**src/rtl/smem_pkg.sv**
```systemverilog
package smem_pkg;

    typedef enum logic [2:0] {
        EP_IDLE,
        EP_SETUP,
        EP_PULSE,
        EP_HOLD,
        EP_GAP
    } eng_phase_e;

    typedef enum logic [2:0] {
        SQ_IDLE,
        SQ_SYNC_RD0,
        SQ_SYNC_WR0,
        SQ_SYNC_RD1,
        SQ_ADDR,
        SQ_DATA,
        SQ_HAND,
        SQ_STOP
    } seq_state_e;

    typedef struct packed {
        logic wr;
        logic dbit;
    } cyc_cmd_t;

    function automatic eng_phase_e next_phase(input eng_phase_e p);
        case (p)
            EP_SETUP: return EP_PULSE;
            EP_PULSE: return EP_HOLD;
            EP_HOLD:  return EP_GAP;
            default:  return EP_IDLE;
        endcase
    endfunction

    function automatic int max4(input int a, input int b, input int c, input int d);
        int m;
        m = a;
        if (b > m) m = b;
        if (c > m) m = c;
        if (d > m) m = d;
        return m;
    endfunction

endpackage

```
**src/rtl/smem_strobe_engine.sv**
```systemverilog
module smem_strobe_engine
    import smem_pkg::*;
#(
    parameter int SETUP_CYC = 1,
    parameter int PULSE_CYC = 2,
    parameter int HOLD_CYC  = 1,
    parameter int GAP_CYC   = 1
) (
    input  logic     clk,
    input  logic     rst,
    input  logic     go,
    input  cyc_cmd_t cmd,
    input  logic     io_in,
    output logic     done,
    output logic     rx_bit,
    output logic     ce_n,
    output logic     oe_n,
    output logic     we_n,
    output logic     io_oe,
    output logic     io_out
);
    localparam int MAXC = max4(SETUP_CYC, PULSE_CYC, HOLD_CYC, GAP_CYC);
    localparam int CW   = (MAXC > 1) ? $clog2(MAXC) : 1;

    eng_phase_e phase;
    logic [CW-1:0] cnt;
    cyc_cmd_t cmd_q;
    logic rx_q;
    int phase_len;
    logic last;
    logic active;

    always_comb begin
        case (phase)
            EP_SETUP: phase_len = SETUP_CYC;
            EP_PULSE: phase_len = PULSE_CYC;
            EP_HOLD:  phase_len = HOLD_CYC;
            EP_GAP:   phase_len = GAP_CYC;
            default:  phase_len = 1;
        endcase
    end

    assign last = (cnt == CW'(phase_len - 1));

    always_ff @(posedge clk) begin
        if (rst) begin
            phase <= EP_IDLE;
            cnt   <= '0;
            cmd_q <= '0;
            rx_q  <= 1'b0;
        end else if (phase == EP_IDLE) begin
            cnt <= '0;
            if (go) begin
                phase <= EP_SETUP;
                cmd_q <= cmd;
            end
        end else begin
            if (phase == EP_PULSE && last && !cmd_q.wr) begin
                rx_q <= io_in;
            end
            if (last) begin
                phase <= next_phase(phase);
                cnt   <= '0;
            end else begin
                cnt <= cnt + 1'b1;
            end
        end
    end

    assign active = (phase == EP_SETUP) || (phase == EP_PULSE) || (phase == EP_HOLD);
    assign done   = (phase == EP_GAP) && last;
    assign rx_bit = rx_q;
    assign ce_n   = !active;
    assign oe_n   = !((phase == EP_PULSE) && !cmd_q.wr);
    assign we_n   = !((phase == EP_PULSE) && cmd_q.wr);
    assign io_oe  = active && cmd_q.wr;
    assign io_out = cmd_q.dbit;

    // a strobe only falls after chip select has been low for a clock
    p_ce_setup_r10: assert property (@(posedge clk) disable iff (rst)
        ($fell(oe_n) || $fell(we_n)) |-> $past(!ce_n));
    // chip select is still low on the clock a strobe rises
    p_ce_hold_r10: assert property (@(posedge clk) disable iff (rst)
        ($rose(oe_n) || $rose(we_n)) |-> !ce_n);
    // the two strobes never fall together
    p_strobe_excl_r8: assert property (@(posedge clk) disable iff (rst)
        !(!oe_n && !we_n));
    // the host never drives the pin while the memory may drive it
    p_no_contention_r9: assert property (@(posedge clk) disable iff (rst)
        io_oe |-> oe_n);

endmodule

```
**src/rtl/smem_shift_path.sv**
```systemverilog
module smem_shift_path #(
    parameter int ADDR_W = 16,
    parameter int DATA_W = 8
) (
    input  logic              clk,
    input  logic              rst,
    input  logic              load,
    input  logic [ADDR_W-1:0] addr_in,
    input  logic              addr_shift,
    output logic              addr_msb,
    input  logic              rx_shift,
    input  logic              rx_bit,
    input  logic              capture,
    output logic [DATA_W-1:0] byte_out
);
    logic [ADDR_W-1:0] addr_sr;
    logic [DATA_W-2:0] rx_sr;
    logic [DATA_W-1:0] byte_q;

    always_ff @(posedge clk) begin
        if (rst) begin
            addr_sr <= '0;
            rx_sr   <= '0;
            byte_q  <= '0;
        end else begin
            if (load) begin
                addr_sr <= addr_in;
            end else if (addr_shift) begin
                addr_sr <= {addr_sr[ADDR_W-2:0], 1'b0};
            end
            if (rx_shift) begin
                rx_sr <= {rx_sr[DATA_W-3:0], rx_bit};
            end
            if (capture) begin
                byte_q <= {rx_sr, rx_bit};
            end
        end
    end

    assign addr_msb = addr_sr[ADDR_W-1];
    assign byte_out = byte_q;

endmodule

```
**src/rtl/smem_seq_fsm.sv**
```systemverilog
module smem_seq_fsm
    import smem_pkg::*;
#(
    parameter int ADDR_W = 16,
    parameter int DATA_W = 8,
    parameter int LEN_W  = 8
) (
    input  logic             clk,
    input  logic             rst,
    input  logic             req_valid,
    input  logic [LEN_W-1:0] req_len,
    output logic             req_take,
    output logic             busy,
    input  logic             cyc_done,
    output logic             cyc_go,
    output cyc_cmd_t         cyc_cmd,
    input  logic             addr_msb,
    output logic             addr_shift,
    output logic             rx_shift,
    output logic             capture,
    output logic             out_valid,
    input  logic             out_ready,
    output logic             in_data_phase
);
    localparam int BW = $clog2(ADDR_W);

    seq_state_e st;
    logic pend;
    logic [BW-1:0] bcnt;
    logic [LEN_W-1:0] left;
    logic valid_q;
    logic op;

    assign op = (st != SQ_IDLE) && (st != SQ_HAND);
    assign busy = (st != SQ_IDLE);
    assign req_take = (st == SQ_IDLE) && req_valid;
    assign cyc_go = op && !pend;
    assign in_data_phase = (st == SQ_DATA);
    assign out_valid = valid_q;

    always_comb begin
        cyc_cmd = '0;
        case (st)
            SQ_SYNC_WR0: cyc_cmd = '{wr: 1'b1, dbit: 1'b0};
            SQ_ADDR:     cyc_cmd = '{wr: 1'b1, dbit: addr_msb};
            SQ_STOP:     cyc_cmd = '{wr: 1'b1, dbit: 1'b1};
            default:     cyc_cmd = '{wr: 1'b0, dbit: 1'b0};
        endcase
    end

    assign addr_shift = (st == SQ_ADDR) && cyc_done;
    assign rx_shift   = (st == SQ_DATA) && cyc_done;
    assign capture    = rx_shift && (bcnt == BW'(DATA_W - 1));

    always_ff @(posedge clk) begin
        if (rst) begin
            st      <= SQ_IDLE;
            pend    <= 1'b0;
            bcnt    <= '0;
            left    <= '0;
            valid_q <= 1'b0;
        end else begin
            if (cyc_go) begin
                pend <= 1'b1;
            end else if (cyc_done) begin
                pend <= 1'b0;
            end
            case (st)
                SQ_IDLE: begin
                    if (req_valid) begin
                        st   <= SQ_SYNC_RD0;
                        left <= req_len;
                        bcnt <= '0;
                    end
                end
                SQ_SYNC_RD0: if (cyc_done) st <= SQ_SYNC_WR0;
                SQ_SYNC_WR0: if (cyc_done) st <= SQ_SYNC_RD1;
                SQ_SYNC_RD1: begin
                    if (cyc_done) begin
                        st   <= SQ_ADDR;
                        bcnt <= '0;
                    end
                end
                SQ_ADDR: begin
                    if (cyc_done) begin
                        if (bcnt == BW'(ADDR_W - 1)) begin
                            st   <= SQ_DATA;
                            bcnt <= '0;
                        end else begin
                            bcnt <= bcnt + 1'b1;
                        end
                    end
                end
                SQ_DATA: begin
                    if (cyc_done) begin
                        if (bcnt == BW'(DATA_W - 1)) begin
                            st      <= SQ_HAND;
                            bcnt    <= '0;
                            valid_q <= 1'b1;
                        end else begin
                            bcnt <= bcnt + 1'b1;
                        end
                    end
                end
                SQ_HAND: begin
                    if (out_ready) begin
                        valid_q <= 1'b0;
                        if (left == '0) begin
                            st <= SQ_STOP;
                        end else begin
                            left <= left - 1'b1;
                            st   <= SQ_DATA;
                        end
                    end
                end
                SQ_STOP: if (cyc_done) st <= SQ_IDLE;
                default: st <= SQ_IDLE;
            endcase
        end
    end

    // a waiting byte is held until the consumer takes it
    p_hold_until_ready_r11: assert property (@(posedge clk) disable iff (rst)
        (valid_q && !out_ready) |=> valid_q);
    // a burst ends only after the stop cycle has finished
    p_idle_after_stop_r7: assert property (@(posedge clk) disable iff (rst)
        (st == SQ_IDLE && $past(st) != SQ_IDLE) |-> $past(st) == SQ_STOP);
    // the sequencer leaves idle only on a request
    p_start_on_req_r2: assert property (@(posedge clk) disable iff (rst)
        $rose(busy) |-> $past(req_valid));

endmodule

```
**src/rtl/smem_rd_seq.sv**
```systemverilog
module smem_rd_seq
    import smem_pkg::*;
#(
    parameter int ADDR_W    = 16,
    parameter int DATA_W    = 8,
    parameter int LEN_W     = 8,
    parameter int SETUP_CYC = 1,
    parameter int PULSE_CYC = 2,
    parameter int HOLD_CYC  = 1,
    parameter int GAP_CYC   = 1
) (
    input  logic              clk,
    input  logic              rst,
    input  logic              req_valid,
    output logic              req_ready,
    input  logic [ADDR_W-1:0] req_addr,
    input  logic [LEN_W-1:0]  req_len,
    output logic              busy,
    output logic              out_valid,
    input  logic              out_ready,
    output logic [DATA_W-1:0] out_data,
    output logic              mem_ce_n,
    output logic              mem_oe_n,
    output logic              mem_we_n,
    output logic              mem_io_out,
    output logic              mem_io_oe,
    input  logic              mem_io_in
);
    logic req_take;
    logic cyc_go;
    logic cyc_done;
    cyc_cmd_t cyc_cmd;
    logic rx_bit;
    logic addr_msb;
    logic addr_shift;
    logic rx_shift;
    logic capture;
    logic in_data_phase;

    assign req_ready = !busy;

    smem_seq_fsm #(
        .ADDR_W(ADDR_W), .DATA_W(DATA_W), .LEN_W(LEN_W)
    ) u_fsm (
        .clk(clk), .rst(rst),
        .req_valid(req_valid), .req_len(req_len), .req_take(req_take),
        .busy(busy),
        .cyc_done(cyc_done), .cyc_go(cyc_go), .cyc_cmd(cyc_cmd),
        .addr_msb(addr_msb), .addr_shift(addr_shift),
        .rx_shift(rx_shift), .capture(capture),
        .out_valid(out_valid), .out_ready(out_ready),
        .in_data_phase(in_data_phase)
    );

    smem_shift_path #(
        .ADDR_W(ADDR_W), .DATA_W(DATA_W)
    ) u_path (
        .clk(clk), .rst(rst),
        .load(req_take), .addr_in(req_addr),
        .addr_shift(addr_shift), .addr_msb(addr_msb),
        .rx_shift(rx_shift), .rx_bit(rx_bit),
        .capture(capture), .byte_out(out_data)
    );

    smem_strobe_engine #(
        .SETUP_CYC(SETUP_CYC), .PULSE_CYC(PULSE_CYC),
        .HOLD_CYC(HOLD_CYC), .GAP_CYC(GAP_CYC)
    ) u_eng (
        .clk(clk), .rst(rst),
        .go(cyc_go), .cmd(cyc_cmd), .io_in(mem_io_in),
        .done(cyc_done), .rx_bit(rx_bit),
        .ce_n(mem_ce_n), .oe_n(mem_oe_n), .we_n(mem_we_n),
        .io_oe(mem_io_oe), .io_out(mem_io_out)
    );

    // once data is flowing, no write strobe reaches the memory
    p_data_reads_only_r6: assert property (@(posedge clk) disable iff (rst)
        in_data_phase |-> mem_we_n);
    // the memory is left idle while a byte waits
    p_quiet_while_waiting_r11: assert property (@(posedge clk) disable iff (rst)
        out_valid |-> mem_ce_n);
    // the waiting byte does not change before it is taken
    p_data_stable_r11: assert property (@(posedge clk) disable iff (rst)
        (out_valid && !out_ready) |=> $stable(out_data));

endmodule

```
**config.mk**
```make
export PLATFORM = sky130hd
export DESIGN_NAME = smem_rd_seq
export DESIGN_NICKNAME = d
export VERILOG_FILES = /design/src/rtl/smem_pkg.sv /design/src/rtl/smem_strobe_engine.sv /design/src/rtl/smem_shift_path.sv /design/src/rtl/smem_seq_fsm.sv /design/src/rtl/smem_rd_seq.sv
export SDC_FILE = /design/constraint.sdc
export NUM_CORES = 1
export LEC_CHECK = 0
export BUFFER_PORTS_ARGS = -buffer_cell sky130_fd_sc_hd__buf_2
export CAP_MARGIN = 20
export CORE_ASPECT_RATIO = 0.75
export CORE_MARGIN = 8
export CORE_UTILIZATION = 35
export CTS_BUF_LIST = sky130_fd_sc_hd__clkbuf_16
export DETAILED_ROUTE_END_ITERATION = 16
export PLACE_DENSITY_LB_ADDON = 0.2
export SYNTH_ARGS = -nofsm -noshare
export SYNTH_HDL_FRONTEND = slang
export SYNTH_HIERARCHICAL = 1
export SYNTH_SLANG_ARGS = --single-unit
```
**constraint.sdc**
```tcl
create_clock -name clk -period 2.1 [get_ports clk]
set_input_delay 0.315 -clock clk [delete_from_list [all_inputs] [get_ports clk]]
set_output_delay 0.315 -clock clk [all_outputs]
set_load 0.03 [all_outputs]
```
# Yosys cells after proc, flatten, opt, wreduce, memory -nomap -nowiden
# Cells that the tools add are included.
# totals
regBits,55
input_bits,29
wordCells,120
# classes
n_addsub,4
n_eq_ne,27
mux,37
n_bitwise,1
reduce_logical,38
# ops
op,count
3-bit 2-to-1 mux,13
16-bit 2-to-1 mux,2
4-bit 2-to-1 mux,6
8-bit 2-to-1 mux,3
3-bit one-hot mux with 8 select lines,1
4-bit one-hot mux with 4 select lines,1
8-bit one-hot mux with 2 select lines,1
3-bit == test (second input constant),5
2-bit by 1-bit inequality test with 1-bit output (second input constant),7
3-bit by 2-bit == test with 1-bit output (second input constant),4
1-bit logical AND,12
2-bit inequality test (second input constant),5
10-bit AND reduction,1
2-bit nonzero test,5
3-bit one-hot mux with 3 select lines,1
8-bit logical NOT,1
4-bit AND reduction,2
8-bit by 1-bit subtractor with 8-bit output (second input constant),1
3-bit by 1-bit == test with 1-bit output (second input constant),2
1-bit logical NOT,6
3-bit logical NOT,2
1-bit 2-to-1 mux,6
2-bit one-hot mux with 3 select lines,1
2-bit AND reduction,3
15 further kinds,16

# Longest topological paths before layout
# logic_depth
depth_word,8
mapped_depth,9
mapped_depth_nobuf,6

# Cells and area by module
# The synthesis kept the hierarchy.
# modules_own_cells
module,instances,cells_each,area_each_um2,seq_area_each_um2
smem_shift_path,1,119,1283.7,620.6
smem_seq_fsm,1,152,1196.1,340.3
smem_strobe_engine,1,39,370.4,140.1
smem_rd_seq,1,1,3.8,0.0

# Least setup slack after synthesis
# OpenSTA, ideal clock, no wires.
# synth_timing
path_type,register -> register
start,register u_eng.phase[1]
end,register u_fsm.st[1]
setup_time_ns,0.116
arrival_time_ns,1.754
slack_ns,0.230
path_stages_with_launch,8
n_path_buf,2
period_less_slack_ns,1.870
cell_sequence,dfxtp_1 > buf_2 > nor4b_1 > buf_2 > nand2b_1 > o311ai_1 > o211ai_1 > a31o_2
# synth_via
elab_chain_len,7
word_cells_on_any_way,13
cone_classes,1 x add/sub; 9 x eq/ne; 1 x mux; 2 x reduce/logical
# synth_lines
element,line_no,source
"start, declared",smem_strobe_engine.sv:25,eng_phase_e phase;
"start signal, assigned",smem_strobe_engine.sv:62,phase <= next_phase(phase);
3-bit by 2-bit == test with 1-bit output,smem_strobe_engine.sv:34,case (phase)
1-bit 2-to-1 mux,smem_strobe_engine.sv:34,
1-bit subtractor,smem_strobe_engine.sv:43,assign last = (cnt == CW'(phase_len - 1));
1-bit == test,smem_strobe_engine.sv:43,
1-bit logical AND (*),smem_strobe_engine.sv:71,assign done = (phase == EP_GAP) && last;
named net cyc_done,smem_rd_seq.sv:31,logic cyc_done;
2-bit by 1-bit inequality test with 1-bit output (no line),--,
10-bit AND reduction (no line) (*),--,
"end signal, assigned",smem_seq_fsm.sv:57,st <= SQ_IDLE;
"end signal, assigned",smem_seq_fsm.sv:71,st <= SQ_SYNC_RD0;
"end signal, assigned",smem_seq_fsm.sv:76,SQ_SYNC_RD0: if (cyc_done) st <= SQ_SYNC_WR0;
"end, declared",smem_seq_fsm.sv:27,seq_state_e st;
# Mark *: on every way through the listed nets, which the timed path passes. The rest lies on a longest branch.
# A chain may end at the register's enable or synchronous reset.

# Worst setup path after layout
# layout_timing
start,register u_fsm.st[0]
end,register u_eng.cmd_q (netlist bit u_eng/io_out)
# layout_via
elab_chain_len,4
word_cells_on_any_way,9
cone_classes,4 x eq/ne; 1 x mux; 4 x reduce/logical
# layout_lines
element,line_no,source
3-bit inequality test or 3-bit nonzero test (tied branches),smem_seq_fsm.sv:34,assign op = (st != SQ_IDLE) && (st != SQ_HAND);
1-bit logical AND (*),smem_seq_fsm.sv:34,
1-bit logical AND (*),smem_seq_fsm.sv:37,assign cyc_go = op && !pend;
named net cyc_go,smem_rd_seq.sv:30,logic cyc_go;
2-bit AND reduction (no line) (*),--,
"end signal, assigned",smem_strobe_engine.sv:55,cmd_q <= cmd;
"end, declared",smem_strobe_engine.sv:27,cyc_cmd_t cmd_q;
# Marked as above.

==> flow_metrics.py <==
metrics = {
    "placement": {
        "dp_cells": 452,
        "post-place-ws_ps": 195,
        "routabilityCongestion": 0.775,
        "place_hpwl_mm": 4.74,
        "portBuffers": 44,
    },
    "route": {
        "wirelength_mm": 6.59,
        "drt_first_iter_violations": 119,
        "drc_errors": 0,
        "post_drt_wl_per_cell_um": 14.3,
        "num_vias": 2337,
        "avgViaCountPerCell": 5.07,
        "drtAntennaViolNets": 0,
        "drt_pass1_iterations": 4,
    },
    "timing": {
        "period_share_pct": 91.3,
        "hold_viol": 0,
        "fmax_ghz": 0.522,
        "max_slew_margin_pct": 60.8,
        "period_needed_ps": 1920,
        "tightest_slew_ps": 585,
        "fin_hold_ws_ps": 265,
        "fin_ws_ps": 183,
        "finalSetupViolCount": 0,
        "rsz0062_at_grt": "false",
        "fin_setup_tns_ps": 0,
        "report.final.slew_viol_count": 0,
        "skew_ps": 9.11,
    },
    "floorplanning": {
        "die-area_um2": 11300,
        "num_io_pins": 45,
        "rows": 28,
        "dieHeight_um": 94.1,
        "start_util_pct": 36.1,
        "chipWidth_um": 120,
        "coreArea_um2": 7880,
    },
    "cts": {
        "clk_pin_slew_ps": 80,
        "clockBufferDepth": 2,
        "clockRootBuffer": "clkbuf_16",
        "cts_tree": "built",
        "worstSkewPairLatency_ps": 300,
        "cts_buffers": 5,
        "cts_sinks": 55,
        "hold_buffers": 0,
        "htree_num_levels": 2,
    },
    "setup_path": {
        "slowest_delay_ps": 660,
        "crit_fanout": 18,
        "crit_type": "reg -> reg",
        "cp_cell_sequence": "and3b_1 > nor3_1 > nor4b_4 > mux2i_1 > nor2_1",
        "cpMaxStageDelayCell": "dfxtp_1",
        "cp_num_buf_inv": 0,
        "endpoint_kind": "flip-flop",
        "reg2reg_depth": 5,
        "crit_required_ps": 2290,
        "ff2ff_setup_slack_ps": 180,
        "r2r-start": "u_fsm/st[0]",
        "reg2reg_to": "u_eng/io_out",
        "critPathTopFamily": "simple AND/OR/NAND/NOR gates",
        "start_kind": "flip-flop",
        "worstPathArrival_ps": 2110,
    },
    "grt": {
        "grt_max_degree": 24,
        "grtUsageTotal_pct": 11.8,
        "grt_pass1_vias": 2263,
        "grt_pass1_wl_mm": 11.1,
        "antenna_found_initial": 0,
        "grt-ovfl-total": 0,
    },
    "layout": {
        "instances_no_fill": 461,
        "drive_gt1_share_pct": 24.2,
        "final_nets": 387,
        "area_growth_pct": 17.5,
        "antenna_cells": 0,
        "layout_common_cells": "dfxtp_1, buf_2, nor2_1, mux2i_1",
        "layout_commonest_cell": "dfxtp_1",
        "fill_cells": 778,
    },
    "synthesis": {
        "syn-instance-count": 310,
        "synth_area_per_cell_um2": 9.19,
        "synthesis.nets": 342,
        "ys_warn_count": 6,
        "synthesis.area_um2": 2850,
    },
    "hold_path": {
        "hold_class": "in -> reg",
        "hold_end": "u_eng/rx_bit",
        "hold_path_startpoint": "mem_io_in",
        "hold_path_depth": 3,
    },
    "power_and_ir_drop": {
        "max-vdd-ir-drop_v": 0.000461,
        "p_leak_nw": 1.24,
        "design_power_total_mw": 3.24,
        "power_per_cell_area_nw_per_um2": 969,
    },
    "run_status": {
        "status": "complete, no violations",
    },
    "job": {
        "drv_cap": 0,
    },
}
## worst reg2reg max path, cell delays in order, from the launching register on
cell and delay, ps:
dfxtp_1 660, and3b_1 270, nor3_1 290, nor4b_4 330, mux2i_1 220, nor2_1 50
## per-stage QoR
stage / util [%] / area, um2
after floorplan: - / 2850
final: 42.5 / 3350
after detailed placement: 40.4 / 3190
after global placement: 40.4 / 3190
after global routing: 42.5 / 3350
after CTS: 42.3 / 3330
## final cells by class
class | instances | area (um2) | share of cell area [%]
multi-input combinational | 222 | 1570 | 46.8
sequential | 55 | 1100 | 32.9
timing repair buffer | 61 | 360 | 10.8
tap | 105 | 131 | 3.93
clock buffer | 5 | 125 | 3.74
inverter | 10 | 41.3 | 1.23
clock inverter | 3 | 22.5 | 0.673
## where the power goes
group | switching [mW] | internal, mW | leakage (nW)
combinational | 0.584 | 0.465 | 0.721
sequential | 0.150 | 1.19 | 0.449
clock | 0.403 | 0.448 | 0.0742
total | 1.14 | 2.11 | 1.24
## timing repair
item | 4_1_cts | 5_1_grt
setup buffers | 0 | 1
setup endpoints to repair | 0 | 9
resized for setup | 0 | 2
## sequential cells by signal, indices dropped and copies added (netlist names), 3 cells and up
| signal | cells |
|---|---|
| u_path/byte_out | 8 |
| u_fsm/st | 3 |
| u_eng/phase | 3 |
| u_fsm/bcnt | 4 |
| u_fsm/left | 8 |
| u_path/addr_sr | 16 |
| u_path/rx_sr | 7 |
## routing by layer
layer	track usage [%]	vias to the layer above	share of wire, %
met2	17.4	46	43
met1	16.5	1075	52
met4	5.18	0	1.6
met5	0	-	0
li1	-	1206	-
met3	2.10	10	3.4
## how the worst max path moves through the flow
stage,startpoint,endpoint,cells after the start
3_5_place_dp,u_fsm/st[0],u_eng/io_out,5
5_1_grt,u_fsm/st[0],u_eng/cmd_q[1],5
3_3_place_gp,u_fsm/st[0],u_eng/cmd_q[1],5
4_1_cts,u_fsm/st[0],u_eng/cmd_q[1],5
6_report,u_fsm/st[0],u_eng/io_out,5
2_1_floorplan,u_eng/phase[1],u_fsm/st[1],7
(Power assumes the default switching activity.)
